File: src/rtl/mdio_pkg.sv
package mdio_pkg;

  localparam int BASE_LOG2 = 3;                       // smallest divide is 2**3
  localparam int DIV_STEPS = 4;                       // /8, /16, /32, /64
  localparam int SEL_W     = $clog2(DIV_STEPS);
  localparam int CNT_W     = BASE_LOG2 + DIV_STEPS - 1;

  localparam int PRE_BITS  = 32;
  localparam int FRAME_W   = 32;
  localparam int DATA_W    = 16;
  localparam int TA_IDX    = 14;                      // first released frame bit (from MSB)
  localparam int TOTAL     = PRE_BITS + FRAME_W;
  localparam int BIT_W     = $clog2(TOTAL);

  typedef enum logic [1:0] {
    OP_RSVD_LO = 2'b00,
    OP_WRITE   = 2'b01,
    OP_READ    = 2'b10,
    OP_RSVD_HI = 2'b11
  } mdio_op_e;

  function automatic logic frame_ok(input logic [FRAME_W-1:0] w);
    logic sof_ok, op_ok, code_ok;
    sof_ok  = (w[31:30] == 2'b01);
    op_ok   = (w[29:28] == OP_WRITE) || (w[29:28] == OP_READ);
    code_ok = (w[17:16] == 2'b10);
    return sof_ok && op_ok && code_ok;
  endfunction

endpackage

File: src/rtl/mdio_clkdiv.sv
module mdio_clkdiv
  import mdio_pkg::*;
(
  input  logic             clk,
  input  logic             rst_n,
  input  logic             run,
  input  logic [SEL_W-1:0] sel,
  output logic             mdc,
  output logic             rise_evt,
  output logic             fall_evt
);

  logic [CNT_W-1:0] cnt_q, cnt_d;
  logic [CNT_W-1:0] term, half_m1;
  logic             mdc_q, mdc_d;

  // terminal count per select step, computed rather than tabulated
  always_comb begin
    term = '0;
    for (int i = 0; i < DIV_STEPS; i++) begin
      if (sel == SEL_W'(i)) term = CNT_W'((1 << (BASE_LOG2 + i)) - 1);
    end
    half_m1 = term >> 1;
  end

  assign rise_evt = run && (cnt_q == half_m1);
  assign fall_evt = run && (cnt_q == term);

  always_comb begin
    cnt_d = cnt_q;
    mdc_d = mdc_q;
    if (!run) begin
      cnt_d = '0;
      mdc_d = 1'b0;
    end else begin
      if (fall_evt) cnt_d = '0;
      else          cnt_d = cnt_q + CNT_W'(1);
      if (rise_evt) mdc_d = 1'b1;
      if (fall_evt) mdc_d = 1'b0;
    end
  end

  always_ff @(posedge clk or negedge rst_n) begin
    if (!rst_n) begin
      cnt_q <= '0;
      mdc_q <= 1'b0;
    end else begin
      cnt_q <= cnt_d;
      mdc_q <= mdc_d;
    end
  end

  assign mdc = mdc_q;

endmodule

File: src/rtl/mdio_frame_seq.sv
module mdio_frame_seq
  import mdio_pkg::*;
(
  input  logic               clk,
  input  logic               rst_n,
  input  logic               start,
  input  logic [FRAME_W-1:0] frame_in,
  input  logic [SEL_W-1:0]   div_in,
  input  logic               rise_evt,
  input  logic               fall_evt,
  input  logic               mdio_i,
  output logic               busy,
  output logic [SEL_W-1:0]   div_sel,
  output logic               mdio_o,
  output logic               mdio_oe,
  output logic               done,
  output logic               done_rd,
  output logic [DATA_W-1:0]  cap_data
);

  localparam logic [BIT_W-1:0] LAST_BIT  = BIT_W'(TOTAL - 1);
  localparam int               REL_FROM  = PRE_BITS + TA_IDX;
  localparam int               DATA_FROM = TOTAL - DATA_W;

  logic               busy_q, busy_d;
  logic [BIT_W-1:0]   bit_q, bit_d;
  logic [FRAME_W-1:0] frame_q, frame_d;
  logic               rd_q, rd_d;
  logic [SEL_W-1:0]   div_q, div_d;
  logic [DATA_W-1:0]  cap_q, cap_d;
  logic               out_q, out_d;
  logic               oe_q, oe_d;
  logic [BIT_W:0]     nxt_idx;

  // value on the line for a given position in preamble+frame
  function automatic logic line_bit(input int idx, input logic [FRAME_W-1:0] w);
    if (idx < PRE_BITS) return 1'b1;
    return w[FRAME_W - 1 - (idx - PRE_BITS)];
  endfunction

  assign nxt_idx = {1'b0, bit_q} + (BIT_W+1)'(1);
  assign done    = busy_q && fall_evt && (bit_q == LAST_BIT);
  assign done_rd = done && rd_q;

  always_comb begin
    busy_d  = busy_q;
    bit_d   = bit_q;
    frame_d = frame_q;
    rd_d    = rd_q;
    div_d   = div_q;
    cap_d   = cap_q;
    out_d   = out_q;
    oe_d    = oe_q;
    if (start && !busy_q) begin
      busy_d  = 1'b1;
      bit_d   = '0;
      frame_d = frame_in;
      rd_d    = (frame_in[29:28] == OP_READ);
      div_d   = div_in;
      out_d   = 1'b1;
      oe_d    = 1'b1;
    end else if (busy_q) begin
      if (rise_evt && (int'(bit_q) >= DATA_FROM)) begin
        cap_d = {cap_q[DATA_W-2:0], mdio_i};
      end
      if (fall_evt) begin
        if (bit_q == LAST_BIT) begin
          busy_d = 1'b0;
          bit_d  = '0;
          out_d  = 1'b1;
          oe_d   = 1'b0;
        end else begin
          bit_d = nxt_idx[BIT_W-1:0];
          out_d = line_bit(int'(nxt_idx), frame_q);
          oe_d  = !(rd_q && (int'(nxt_idx) >= REL_FROM));
        end
      end
    end
  end

  always_ff @(posedge clk or negedge rst_n) begin
    if (!rst_n) begin
      busy_q  <= 1'b0;
      bit_q   <= '0;
      frame_q <= '0;
      rd_q    <= 1'b0;
      div_q   <= '0;
      cap_q   <= '0;
      out_q   <= 1'b1;
      oe_q    <= 1'b0;
    end else begin
      busy_q  <= busy_d;
      bit_q   <= bit_d;
      frame_q <= frame_d;
      rd_q    <= rd_d;
      div_q   <= div_d;
      cap_q   <= cap_d;
      out_q   <= out_d;
      oe_q    <= oe_d;
    end
  end

  assign busy     = busy_q;
  assign div_sel  = div_q;
  assign mdio_o   = out_q;
  assign mdio_oe  = oe_q;
  assign cap_data = cap_q;

endmodule

File: src/rtl/mdio_mgmt_regs.sv
module mdio_mgmt_regs
  import mdio_pkg::*;
(
  input  logic               clk,
  input  logic               rst_n,
  input  logic               ctl_wr,
  input  logic               ctl_en,
  input  logic [SEL_W-1:0]   ctl_div,
  input  logic               man_wr,
  input  logic [FRAME_W-1:0] man_wdata,
  input  logic               busy,
  input  logic               done_rd,
  input  logic [DATA_W-1:0]  cap_data,
  output logic               start,
  output logic [SEL_W-1:0]   div_cfg,
  output logic [FRAME_W-1:0] man_rdata
);

  logic               en_q, en_d;
  logic [SEL_W-1:0]   div_q, div_d;
  logic [FRAME_W-1:0] man_q, man_d;
  logic               accept;

  assign accept = man_wr && !busy;
  assign start  = accept && en_q && frame_ok(man_wdata);

  always_comb begin
    en_d  = en_q;
    div_d = div_q;
    man_d = man_q;
    if (ctl_wr) begin
      en_d  = ctl_en;
      div_d = ctl_div;
    end
    if (accept) begin
      man_d = man_wdata;
    end else if (done_rd) begin
      man_d[DATA_W-1:0] = cap_data;
    end
  end

  always_ff @(posedge clk or negedge rst_n) begin
    if (!rst_n) begin
      en_q  <= 1'b0;
      div_q <= '0;
      man_q <= '0;
    end else begin
      en_q  <= en_d;
      div_q <= div_d;
      man_q <= man_d;
    end
  end

  assign div_cfg   = div_q;
  assign man_rdata = man_q;

endmodule

File: src/rtl/mdio_mgmt_engine.sv
module mdio_mgmt_engine
  import mdio_pkg::*;
(
  input  logic        clk,
  input  logic        rst_n,
  input  logic        ctl_wr,
  input  logic        ctl_en,
  input  logic [1:0]  ctl_div,
  input  logic        man_wr,
  input  logic [31:0] man_wdata,
  output logic [31:0] man_rdata,
  output logic        idle,
  output logic        mdc,
  input  logic        mdio_i,
  output logic        mdio_o,
  output logic        mdio_oe
);

  logic               rst_s1, srst_n;
  logic               start, busy, seq_done, done_rd;
  logic               rise_evt, fall_evt;
  logic [SEL_W-1:0]   div_cfg, div_run;
  logic [DATA_W-1:0]  cap_data;

  // asynchronous assertion, synchronous release
  always_ff @(posedge clk or negedge rst_n) begin
    if (!rst_n) begin
      rst_s1 <= 1'b0;
      srst_n <= 1'b0;
    end else begin
      rst_s1 <= 1'b1;
      srst_n <= rst_s1;
    end
  end

  mdio_mgmt_regs u_regs (
    .clk       (clk),
    .rst_n     (srst_n),
    .ctl_wr    (ctl_wr),
    .ctl_en    (ctl_en),
    .ctl_div   (ctl_div),
    .man_wr    (man_wr),
    .man_wdata (man_wdata),
    .busy      (busy),
    .done_rd   (done_rd),
    .cap_data  (cap_data),
    .start     (start),
    .div_cfg   (div_cfg),
    .man_rdata (man_rdata)
  );

  mdio_frame_seq u_seq (
    .clk      (clk),
    .rst_n    (srst_n),
    .start    (start),
    .frame_in (man_wdata),
    .div_in   (div_cfg),
    .rise_evt (rise_evt),
    .fall_evt (fall_evt),
    .mdio_i   (mdio_i),
    .busy     (busy),
    .div_sel  (div_run),
    .mdio_o   (mdio_o),
    .mdio_oe  (mdio_oe),
    .done     (seq_done),
    .done_rd  (done_rd),
    .cap_data (cap_data)
  );

  mdio_clkdiv u_div (
    .clk      (clk),
    .rst_n    (srst_n),
    .run      (busy),
    .sel      (div_run),
    .mdc      (mdc),
    .rise_evt (rise_evt),
    .fall_evt (fall_evt)
  );

  assign idle = !busy;

endmodule

File: config.mk
export PLATFORM = sky130hd
export DESIGN_NAME = mdio_mgmt_engine
export DESIGN_NICKNAME = d
export VERILOG_FILES = /design/src/rtl/mdio_pkg.sv /design/src/rtl/mdio_clkdiv.sv /design/src/rtl/mdio_frame_seq.sv /design/src/rtl/mdio_mgmt_regs.sv /design/src/rtl/mdio_mgmt_engine.sv
export SDC_FILE = /design/constraint.sdc
export NUM_CORES = 1
export LEC_CHECK = 0
export ABC_AREA = 1
export BUFFER_PORTS_ARGS = -buffer_cell sky130_fd_sc_hd__buf_2
export CAP_MARGIN = 20
export CORE_MARGIN = 2
export CORE_UTILIZATION = 25
export DETAILED_ROUTE_END_ITERATION = 10
export PLACE_DENSITY = 0.53
export SLEW_MARGIN = 5
export SYNTH_ARGS = -nofsm -noshare
export SYNTH_HDL_FRONTEND = slang
export SYNTH_HIERARCHICAL = 1
export SYNTH_SLANG_ARGS = --single-unit
File: constraint.sdc
create_clock -name clk -period 3.03 [get_ports clk]
set_input_delay 0.606 -clock clk [delete_from_list [all_inputs] [get_ports clk]]
set_output_delay 0.606 -clock clk [all_outputs]
set_load 0.01 [all_outputs]
==> impl_metrics.py <==
metrics = {
    "critical_path": {
        "path_class": "flip-flop to flip-flop",
        "critical_path_arrival_ns": 2.32,
        "r2r_cells": 13,
        "startpoint": "u_div/cnt_q[0]",
        "r2r_start": "u_div/cnt_q[0]",
        "crit_path_end_kind": "flip-flop",
        "cp_max_fo": 17,
        "crit_chain": "ha_1, nand2_1, inv_1, nand3_1, nor2_1, nand2_1, nor2_1, nand2_2, nor3_2, buf_4, nor2_4, nand2_1, nand2_1",
        "critical_path_required_ns": 3.25,
        "crit_path_frequent_cell": "nand2_1",
        "r2r_end": "u_regs/man_rdata[2]",
        "cpPeakStageDelay_ns": 0.37,
        "crit_path_start_kind": "flip-flop",
        "r2r_slack_ns": 0.92,
        "crit_slowest_cell": "dfrtp_1",
    },
    "power_and_ir_drop": {
        "power_frac_clock_pct": 28.7,
        "pwr-share-comb_pct": 25.6,
        "p_seq_share_pct": 45.6,
        "peakVddDrop_uv": 378,
        "p_sw_share_pct": 33.0,
        "p_int_mw": 2.56,
        "p_leak_nw": 2.93,
        "powerDensity_nw_per_um2": 671,
        "p_sw_mw": 1.26,
    },
    "die": {
        "die_w_um": 142,
        "initial_core_util_pct": 25.5,
        "io_pins": 76,
        "core_area_um2": 18800,
        "die_area_um2": 20300,
        "die_h_um": 142,
        "std_cell_rows": 50,
    },
    "clock_network": {
        "clock_tree.buffer_depth": 2,
        "insertion_delay_ns": 0.34,
        "cts_made_buffers": 9,
        "postCtsHoldBufs": 0,
        "cts_tree": "built",
        "htree_levels": 3,
        "cts_resized": 0,
        "post_cts_buffers": 0,
        "path_clk_slew_ns": 0.07,
        "cts_num_sinks": 104,
        "ctsRootBufferMaster": "clkbuf_16",
    },
    "final_layout": {
        "antenna_cells": 0,
        "syn_to_final_growth_pct": 18.8,
        "fin_cells": 911,
        "layout-drive-gt1-share_pct": 17.6,
        "nets": 714,
    },
    "grt": {
        "grt_pass1_wl_um": 19100,
        "grt.overflow.total": 0,
        "grt_max_degree": 96,
        "grt_pass1_vias": 3761,
        "antenna_found_initial": 0,
        "track_usage_pct": 11.9,
    },
    "outcome": {
        "status": "finished, final reports clean",
    },
    "placed_design": {
        "port_buffers": 75,
        "dp_cells": 895,
        "hpwl_um": 7840,
        "gp_congestion": 0.849,
    },
    "worst_hold_path": {
        "hp-class": "input pin to async pin",
    },
    "route": {
        "vias_per_cell": 4.25,
        "drt-total-wl_um": 11400,
        "drt_first_pass_iters": 4,
        "drc": 0,
        "wire_per_inst_um": 12.5,
        "vias": 3873,
        "drtIter0Drc": 225,
        "drtAntennaViolNets": 0,
    },
    "synthesis": {
        "syn-cell-area_um2": 4790,
        "syn_avg_cell_area_um2": 7.95,
        "netlist_instances": 602,
        "synth_warnings": 6,
        "synth_nets": 644,
    },
    "sta": {
        "min_period_ns": 2.11,
        "relSlewSlack_pct": 60.8,
        "slew_viol_final": 0,
        "final_hold_viol_count": 0,
        "clock_skew_ns": 0.00832,
        "grt_setup_unrepaired": "false",
        "post-route-period-util_pct": 69.5,
        "setup_violations": 0,
        "tns_ns": 0,
        "max_freq_mhz": 475,
        "tightestPinTransition_ns": 0.584,
    },
    "flow_run": {
        "cap_violations": 0,
    },
}
## power groups by stage
stage               Clock, mW  Sequential (mW)  Combinational (mW)
finish                   1.10             1.74               0.978
global route             1.20             1.77                1.14
CTS                      1.14             1.74               0.993
detailed placement          0             1.76               0.991
global placement            0             1.77               0.983
floorplan                   0             1.81               0.621
## sequential cells by signal, indices dropped and copies added, names as in the netlist
name and flops:
u_regs/en_q 1, u_seq/rd_q 1, u_seq/div_sel 2, rst_s1 1, u_seq/bit_q 6, u_regs/div_cfg 2
u_seq/mdio_oe 1, u_seq/mdio_o 1, u_div/mdc 1, srst_n 1, u_div/cnt_q 6, u_regs/man_rdata 32
u_seq/busy 1, u_seq/frame_q 32, u_seq/cap_data 16
## layer usage
| metal | vias to the layer above | GRT usage [%] | wire (µm) |
|---|---|---|---|
| met5 | - | 0 | 0 |
| met4 | 0 | 2.97 | 97 |
| met3 | 5 | 2.49 | 407 |
| met2 | 69 | 18.1 | 4930 |
| met1 | 1805 | 17.2 | 5960 |
| li1 | 1994 | - | - |
## critical path: cells and delay by family (launching register included)
family                   cells  cell delay (ns)
AND/OR/NAND/NOR             10             1.07
flip-flops                   1             0.37
buffers and inverters        2             0.33
adder cells (fa/ha/maj)      1             0.20
## final cells by class
type / instances / area [µm²]
sequential: 104 / 2610
clock buffer: 12 / 246
multi-input combinational: 412 / 1830
clock inverter: 4 / 28.8
inverter: 62 / 233
timing repair buffer: 83 / 448
tap: 234 / 293
fill: 2041 / 13100
## through the flow
step                      utilization (%)  instance area [µm²]  hold slack [ns]  power (mW)  setup WS, ns
after detailed placement             28.8                 5410            0.141        2.76         0.916
after global placement               28.8                 5410            0.140        2.75         0.957
after global routing                 30.3                 5690           0.0273        4.12         0.684
final                                30.3                 5690           0.0365        3.81         0.924
after CTS                            30.3                 5690           0.0272        3.88         0.894
after floorplan                         -                 4790            0.310        2.43          1.10
## cells in the final DEF (no fill, tap or decap), drive strengths merged
cell type and count:
clkbuf 12, clkinvlp 2, nor2 49, nor3 3, clkinv 1, inv 63, a21oi 8, buf 83
xnor2 1, o22ai 4, mux2 2, ha 2, dfstp 1, nor3b 1, conb 1, or2 2
o21ai 58, dfrtp 103, o21a 1, nand2 243, xor2 7, nand3 30
## worst max path at each step
stage	depth (start not counted)	end	slack, ns
floorplan	9	u_seq/div_sel[0]	1.10
global placement	9	u_seq/rd_q	0.96
detailed placement	13	u_regs/man_rdata[2]	0.92
CTS	13	u_regs/man_rdata[2]	0.89
global route	13	u_regs/man_rdata[5]	0.68
finish	13	u_regs/man_rdata[2]	0.92
Power figures use the tool's default switching activity.
